[src/rtl/pkt_pkg.sv]
package pkt_pkg;
  typedef enum logic [1:0] {
    SL_IDLE  = 2'd0,
    SL_SETUP = 2'd1,
    SL_TRIG  = 2'd2,
    SL_REL   = 2'd3
  } slot_e;
endpackage

[src/rtl/sw_edge_req.sv]
module sw_edge_req #(
  parameter int ST_W = 2
) (
  input  logic            clk,
  input  logic            rst_n,
  input  logic [ST_W-1:0] st_in,
  input  logic            clr,
  output logic            req,
  output logic [ST_W-1:0] st_hold
);
  logic [ST_W-1:0] prev_q;
  logic            chg;

  assign chg     = (st_in != prev_q);
  assign st_hold = prev_q;

  always_ff @(posedge clk) begin
    if (!rst_n) begin
      prev_q <= '0;
      req    <= 1'b0;
    end else begin
      prev_q <= st_in;
      // a fresh change beats a clear in the same cycle
      req    <= chg | (req & ~clr);
    end
  end

  // a change always leaves the request set
  a_r6_change_wins: assert property (@(posedge clk) disable iff (!rst_n)
    chg |=> req);

  // a waiting request is only dropped by a clear
  a_r5_hold_until_clr: assert property (@(posedge clk) disable iff (!rst_n)
    (req && !clr) |=> req);
endmodule

[src/rtl/pkt_arbiter.sv]
module pkt_arbiter #(
  parameter int N  = 9,
  parameter int AW = 4
) (
  input  logic [N-1:0]  req,
  output logic          any,
  output logic [AW-1:0] idx,
  output logic [N-1:0]  grant
);
  always_comb begin
    any = 1'b0;
    idx = '0;
    for (int i = N - 1; i >= 0; i--) begin
      if (req[i]) begin
        any = 1'b1;
        idx = AW'(i);
      end
    end
  end

  assign grant = any ? (N'(1) << idx) : '0;
endmodule

[src/rtl/pkt_bus_ctrl.sv]
module pkt_bus_ctrl
  import pkt_pkg::*;
#(
  parameter int N  = 9,
  parameter int AW = 4,
  parameter int SW = 2
) (
  input  logic          clk,
  input  logic          rst_n,
  input  logic          any,
  input  logic [AW-1:0] idx,
  input  logic [N-1:0]  grant,
  input  logic [SW-1:0] st_sel,
  output logic [N-1:0]  clr,
  output logic          bus_en,
  output logic [AW-1:0] bus_addr,
  output logic [SW-1:0] bus_state,
  output logic          bus_trig
);
  slot_e         sl_q;
  logic [AW-1:0] addr_q;
  logic [SW-1:0] st_q;
  logic          take;

  assign take = any && (sl_q == SL_IDLE || sl_q == SL_REL);
  assign clr  = take ? grant : '0;

  always_ff @(posedge clk) begin
    if (!rst_n) begin
      sl_q   <= SL_IDLE;
      addr_q <= '0;
      st_q   <= '0;
    end else begin
      unique case (sl_q)
        SL_IDLE, SL_REL: begin
          if (take) begin
            sl_q   <= SL_SETUP;
            addr_q <= idx;
            st_q   <= st_sel;
          end else begin
            sl_q   <= SL_IDLE;
          end
        end
        SL_SETUP: sl_q <= SL_TRIG;
        SL_TRIG:  sl_q <= SL_REL;
        default:  sl_q <= SL_IDLE;
      endcase
    end
  end

  assign bus_en    = (sl_q == SL_SETUP) || (sl_q == SL_TRIG);
  assign bus_trig  = (sl_q == SL_TRIG);
  assign bus_addr  = bus_en ? addr_q : '0;
  assign bus_state = bus_en ? st_q : '0;

  // strobe comes after a setup cycle with the bus already driven
  a_r3_setup_before_trig: assert property (@(posedge clk) disable iff (!rst_n)
    bus_trig |-> $past(bus_en && !bus_trig));
  // address and state do not move under the strobe
  a_r3_stable_under_trig: assert property (@(posedge clk) disable iff (!rst_n)
    bus_trig |-> ($stable(bus_addr) && $stable(bus_state)));
  // bus released right after the strobe
  a_r3_release: assert property (@(posedge clk) disable iff (!rst_n)
    bus_trig |=> (!bus_en && !bus_trig));
  // only real channel addresses are driven
  a_r7_addr_range: assert property (@(posedge clk) disable iff (!rst_n)
    bus_en |-> (bus_addr < AW'(N)));
  // at most one request is cleared per cycle
  a_r6_clr_single: assert property (@(posedge clk) disable iff (!rst_n)
    $onehot0(clr));
endmodule

[src/rtl/sw_event_packetizer.sv]
module sw_event_packetizer #(
  parameter int NUM_CH = 9,
  parameter int ST_W   = 2,
  parameter int ADDR_W = 4
) (
  input  logic                   clk,
  input  logic                   rst_n,
  input  logic [NUM_CH*ST_W-1:0] chan_state,
  output logic                   pkt_valid,
  output logic [ADDR_W-1:0]      pkt_addr,
  output logic [ST_W-1:0]        pkt_state,
  output logic                   pkt_trig,
  output logic                   req_pending
);
  localparam int MIN_AW = (NUM_CH > 1) ? $clog2(NUM_CH) : 1;

  logic [NUM_CH-1:0] req;
  logic [NUM_CH-1:0] clr;
  logic [NUM_CH-1:0] grant;
  logic [ST_W-1:0]   hold [NUM_CH];
  logic              any;
  logic [ADDR_W-1:0] idx;
  logic [ST_W-1:0]   st_sel;

  initial begin
    if (ADDR_W < MIN_AW) $error("ADDR_W too narrow for NUM_CH");
  end

  for (genvar g = 0; g < NUM_CH; g++) begin : g_ch
    sw_edge_req #(.ST_W(ST_W)) u_edge (
      .clk    (clk),
      .rst_n  (rst_n),
      .st_in  (chan_state[g*ST_W +: ST_W]),
      .clr    (clr[g]),
      .req    (req[g]),
      .st_hold(hold[g])
    );
  end

  pkt_arbiter #(.N(NUM_CH), .AW(ADDR_W)) u_arb (
    .req  (req),
    .any  (any),
    .idx  (idx),
    .grant(grant)
  );

  always_comb begin
    st_sel = '0;
    for (int i = 0; i < NUM_CH; i++) begin
      if (idx == ADDR_W'(i)) st_sel = hold[i];
    end
  end

  pkt_bus_ctrl #(.N(NUM_CH), .AW(ADDR_W), .SW(ST_W)) u_ctrl (
    .clk      (clk),
    .rst_n    (rst_n),
    .any      (any),
    .idx      (idx),
    .grant    (grant),
    .st_sel   (st_sel),
    .clr      (clr),
    .bus_en   (pkt_valid),
    .bus_addr (pkt_addr),
    .bus_state(pkt_state),
    .bus_trig (pkt_trig)
  );

  assign req_pending = |req;

  // a cleared channel never has a lower-index channel still waiting
  a_r4_lowest_first: assert property (@(posedge clk) disable iff (!rst_n)
    (clr != '0) |-> ((req & (clr - NUM_CH'(1))) == '0));
endmodule

[config.mk]
export PLATFORM = sky130hd
export DESIGN_NAME = sw_event_packetizer
export DESIGN_NICKNAME = d
export VERILOG_FILES = /design/src/rtl/pkt_pkg.sv /design/src/rtl/sw_edge_req.sv /design/src/rtl/pkt_arbiter.sv /design/src/rtl/pkt_bus_ctrl.sv /design/src/rtl/sw_event_packetizer.sv
export SDC_FILE = /design/constraint.sdc
export NUM_CORES = 1
export LEC_CHECK = 0
export BUFFER_PORTS_ARGS = -buffer_cell sky130_fd_sc_hd__buf_4
export CORE_MARGIN = 10
export CORE_UTILIZATION = 40
export DETAILED_ROUTE_END_ITERATION = 8
export PLACE_DENSITY_LB_ADDON = 0.08
export SYNTH_ARGS = -nofsm -noshare
export SYNTH_HDL_FRONTEND = slang
export SYNTH_SLANG_ARGS = --single-unit
[constraint.sdc]
create_clock -name clk -period 4.35 [get_ports clk]
set_input_delay 0.6525 -clock clk [delete_from_list [all_inputs] [get_ports clk]]
set_output_delay 0.6525 -clock clk [all_outputs]
set_load 0.02 [all_outputs]
# ---- Yosys cells after proc, flatten, opt, wreduce, memory -nomap -nowiden
# Cells that the tools add are included.
dict set report op_classes {
  n_eq_ne 20
  shift 1
  n_mux 33
  bitwise 27
  n_reduce_logical 8
}
# cell n
set ops {}
lappend ops {{$mux 4} 10}
lappend ops {{$mux 2} 10}
lappend ops {{$mux 9} 2}
lappend ops {{$ne 2x2->1} 9}
lappend ops {{$eq 4x3->1 const B} 4}
lappend ops {{$mux 1} 10}
lappend ops {{$and 1x1->1} 9}
lappend ops {{$not 1->1} 9}
lappend ops {{$or 1x1->1} 9}
lappend ops {{$reduce_or 9->1} 1}
lappend ops {{$shl 1x4->9 const A} 1}
lappend ops {{$eq 4x2->1 const B} 2}
lappend ops {{$pmux 2 s3} 1}
lappend ops {{$eq 2x2->1 const B} 2}
lappend ops {{$eq 4x1->1 const B} 1}
lappend ops {{$eq 4x4->1 const B} 1}
lappend ops {{$logic_not 4->1} 1}
lappend ops {{$eq 2x1->1 const B} 1}
lappend ops {{$logic_not 2->1} 1}
lappend ops {{$logic_or 1x1->1} 2}
lappend ops {{$reduce_and 2->1} 1}
lappend ops {{$reduce_or 2->1} 1}
lappend ops {{$logic_and 1x1->1} 1}
dict set report word_totals {
  reg_bits 35
  in_bits 20
  output_inout_bits 9
  elab_cells 110
}

# ---- Logic depth before layout (Yosys ltp)
dict set report depth {
  word_depth 19
  mapped_depth 7
  mapped_depth_nobuf 6
}

# ---- Hierarchy
# A second synthesis with hierarchy kept.
dict set report hier_totals {
  hier_cells 192
  area_unflattened_um2 1800.5
}
# module instances cells_each area_each_um2 seq_area_each_um2
set modules_own_cells {}
lappend modules_own_cells {sw_edge_req 9 9 105.1 60.1}
lappend modules_own_cells {pkt_bus_ctrl 1 52 425.4 160.2}
lappend modules_own_cells {sw_event_packetizer 1 33 255.2 0.0}
lappend modules_own_cells {pkt_arbiter 1 26 173.9 0.0}

# ---- Worst setup path before layout
# Ideal clock, no wire load.
dict set report synth_path {
  path_kind {register to output}
  start {register g_ch[5].u_edge.req}
  end {output port req_pending}
  arrival_time_ps 1513
  required_time_ps 3697
  path_slack_ps 2185
  path_stages_with_launch 4
  path_buffers 1
  cell_sequence {dfxtp_1 or4_1 buf_2 or3_2}
}
dict set report synth_via {
  elab_chain_cells 1
}
# item line
set synth_rtl {}
lappend synth_rtl {{from (decl)} sw_edge_req.sv:8} ;# output logic req,
lappend synth_rtl {{from (signal assigned)} sw_edge_req.sv:24} ;# req <= chg | (req & ~clr);
lappend synth_rtl {{$reduce_or 9->1} sw_event_packetizer.sv:68} ;# assign req_pending = |req;
lappend synth_rtl {{to (decl)} sw_event_packetizer.sv:13} ;# output logic req_pending
# Every way passes these cells.

# ---- Worst setup path after layout
dict set report layout_path {
  start {register g_ch[3].u_edge.req}
  end {output port req_pending}
}
dict set report layout_via {
  elab_chain_cells 1
}
# item line
set layout_rtl {}
lappend layout_rtl {{from (decl)} sw_edge_req.sv:8}
lappend layout_rtl {{from (signal assigned)} sw_edge_req.sv:24}
lappend layout_rtl {{$reduce_or 9->1} sw_event_packetizer.sv:68}
# Every way passes these cells.

==> metrics.yaml <==
setup_path:
  endpoint_kind: "primary output"
  startpoint_type: "flop"
  critPathKind: "reg2out"
  worstPathCellList: "or4_1, or3_2, buf_4"
  cpMaxStageDelayCell: "or4_1"
  critPathLaunch: "g_ch[3].u_edge.req"
  cp_data_arrival_time_ps: 2110
  cpPeakStageDelay_ps: 760
  worstPathMaxFanout: 11
  cp_data_required_time_ps: 3700
  reg2reg_from: "g_ch[3].u_edge.req"
drt:
  postRouteWirelength_um: 4030
  first_pass_iters: 4
  vias: 1428
  wl_per_cell_um: 15.1
  dr.first_iter.drc_count: 90
  antenna_left: 0
  drc: 0
  vias_per_cell: 5.37
final_layout:
  multi_input_area_sq_um: 926
  drive_gt1_share_pct: 19.9
  final_common_cell: "dfxtp_1"
  fin_nets: 236
  syn2layout_area_growth_pct: 18.7
  antenna_cells: 0
  fillers: 403
  ff_latch_area_sq_um: 701
  final_area_sq_um: 2000
  layout_common_cells: "35 x dfxtp_1, 28 x buf_4, 19 x and2_1, 17 x xnor2_1, 14 x nand2_1"
  stdcell_count: 266
grt:
  grt_use_total_pct: 11.4
  grt_max_degree: 23
  grt_antenna_before_repair: 0
  grt_overflow: 0
  grt_pass1_wl_um: 6880
  first_global_vias: 1431
power_and_ir_drop:
  max-vdd-ir-drop_v: 0.000217
  p_leak_nw: 0.776
  power.density_nw_per_um2: 495
clock_tree:
  numCtsBuffers: 5
  cts_sinks: 35
  clk_pin_slew_ps: 70
  clock_latency_ps: 280
  cts_hold_buffers: 0
  cts_setup_buffers: 0
  cts_buffer_depth: 2
  cts-root-buf: "clkbuf_8"
  htree_num_levels: 2
  cts_tree: "yes"
  cts_resized: 0
sta:
  fin_skew_ps: 6.36
  max_freq_ghz: 0.363
  post-route-period-util_pct: 63.4
  hold_ws_ps: 494
  fin_setup_tns_ps: 0
  drv_slew: 0
  relSlewSlack_pct: 61.5
  finalCriticalPeriod_ps: 2760
  rsz0062_at_grt: "false"
  finalSetupViolations: 0
  worst_pin_slew_ps: 572
  hold_viol_final: 0
hold_path:
  min_path_type: "reg2reg"
  worstHoldStart: "u_ctrl.addr_q[2]"
placement:
  io_buffers: 28
  dp_cells: 258
  place_area_sq_um: 1920
  gp_congestion: 0.891
  dpl.hpwl_um: 3060
die:
  die-area_sq_um: 7210
  start_util_pct: 41.9
  die_x_um: 84.9
  num_io_pins: 29
  die_h_um: 84.9
  core_region_area_sq_um: 4030
  row_count: 23
yosys:
  ys_seq_area_share_pct: 41.5
  netlist_area_sq_um: 1690
  synth_warnings: 0
  ys_seq_elements: 35
  syn_area_per_cell_sq_um: 8.92
  syn-num-nets: 210
  synthArstFlopShare_pct: 0
  synth_edf_count: 0
  syn_inst: 189
  ys.flop_type: "dfxtp_1"
  ys_types: 42
status:
  status: "finished clean"
job:
  max-cap-violations: 0
where the power goes:
part	total (mW)	switching (mW)	internal, mW
clock	0.226	0.116	0.109
sequential	0.397	0.0328	0.364
combinational	0.368	0.219	0.149
sequential cells by signal (all words and copies together) (netlist names):
name	flops
g_ch.u_edge.req	9
u_ctrl.st_q	2
u_ctrl.addr_q	4
u_ctrl.sl_q	2
g_ch.u_edge.st_hold	18
synthesized netlist by cell type, types with 3 or more instances:
cell type / count / area share [%]
o21ai_0: 10 / 3.0
inv_1: 5 / 1.1
buf_2: 3 / 0.89
dfxtp_1: 35 / 42
clkbuf_1: 5 / 1.1
or4_1: 3 / 1.3
a31oi_1: 9 / 3.3
nor2_1: 13 / 2.9
o211ai_1: 3 / 1.3
xnor2_1: 17 / 8.8
a21oi_1: 6 / 1.8
a211oi_1: 3 / 1.3
nor2b_1: 7 / 2.6
and2_1: 19 / 7.0
nand2_1: 14 / 3.1
nand2b_1: 4 / 1.5
stage by stage:
| step | setup slack [ps] | total power [mW] | utilization, % |
|---|---|---|---|
| after floorplan | 2180 | 0.656 | - |
| after global placement | 1920 | 0.769 | 47.6 |
| after detailed placement | 1910 | 0.776 | 47.6 |
| after CTS | 1590 | 1.00 | 49.7 |
| after global routing | 1500 | 1.06 | 49.7 |
| final | 1590 | 0.990 | 49.7 |
metal layers:
metal,global-route usage [%],wire length [um]
met2,17.2,1830
met5,0,0
met3,3.73,206
met4,4.04,68
met1,14.6,1920
critical path: cells and delay by family (launching register included):
kind / cells / cell delay [ps]
buffers and inverters: 1 / 170
flip-flops: 1 / 410
AND/OR/NAND/NOR: 2 / 1240
cells by family after synthesis:
kind of cell,share of synthesized area (%)
mux,1.19
xor+xnor,9.35
simple gates,23.1
buf+inv,3.56
fa+ha+maj,0.742
flops,41.5
compound gates,20.5
final timing paths:
kind,to,slack [ps],cells past startpoint
setup reg to reg,g_ch[4].u_edge.req,2190,5
hold reg to reg,u_ctrl.addr_q[2],490,2
hold / removal,u_ctrl.addr_q[2],490,2
setup / recovery,req_pending,1590,3
area by class of cell:
cell class | instances | area share, %
inverter | 5 | 0.938
tap | 50 | 3.13
clock inverter | 3 | 0.750
timing repair buffer | 28 | 10.5
multi-input combinational | 140 | 46.3
sequential | 35 | 35.0
clock buffer | 5 | 3.44
Power figures use the tool's default switching activity.
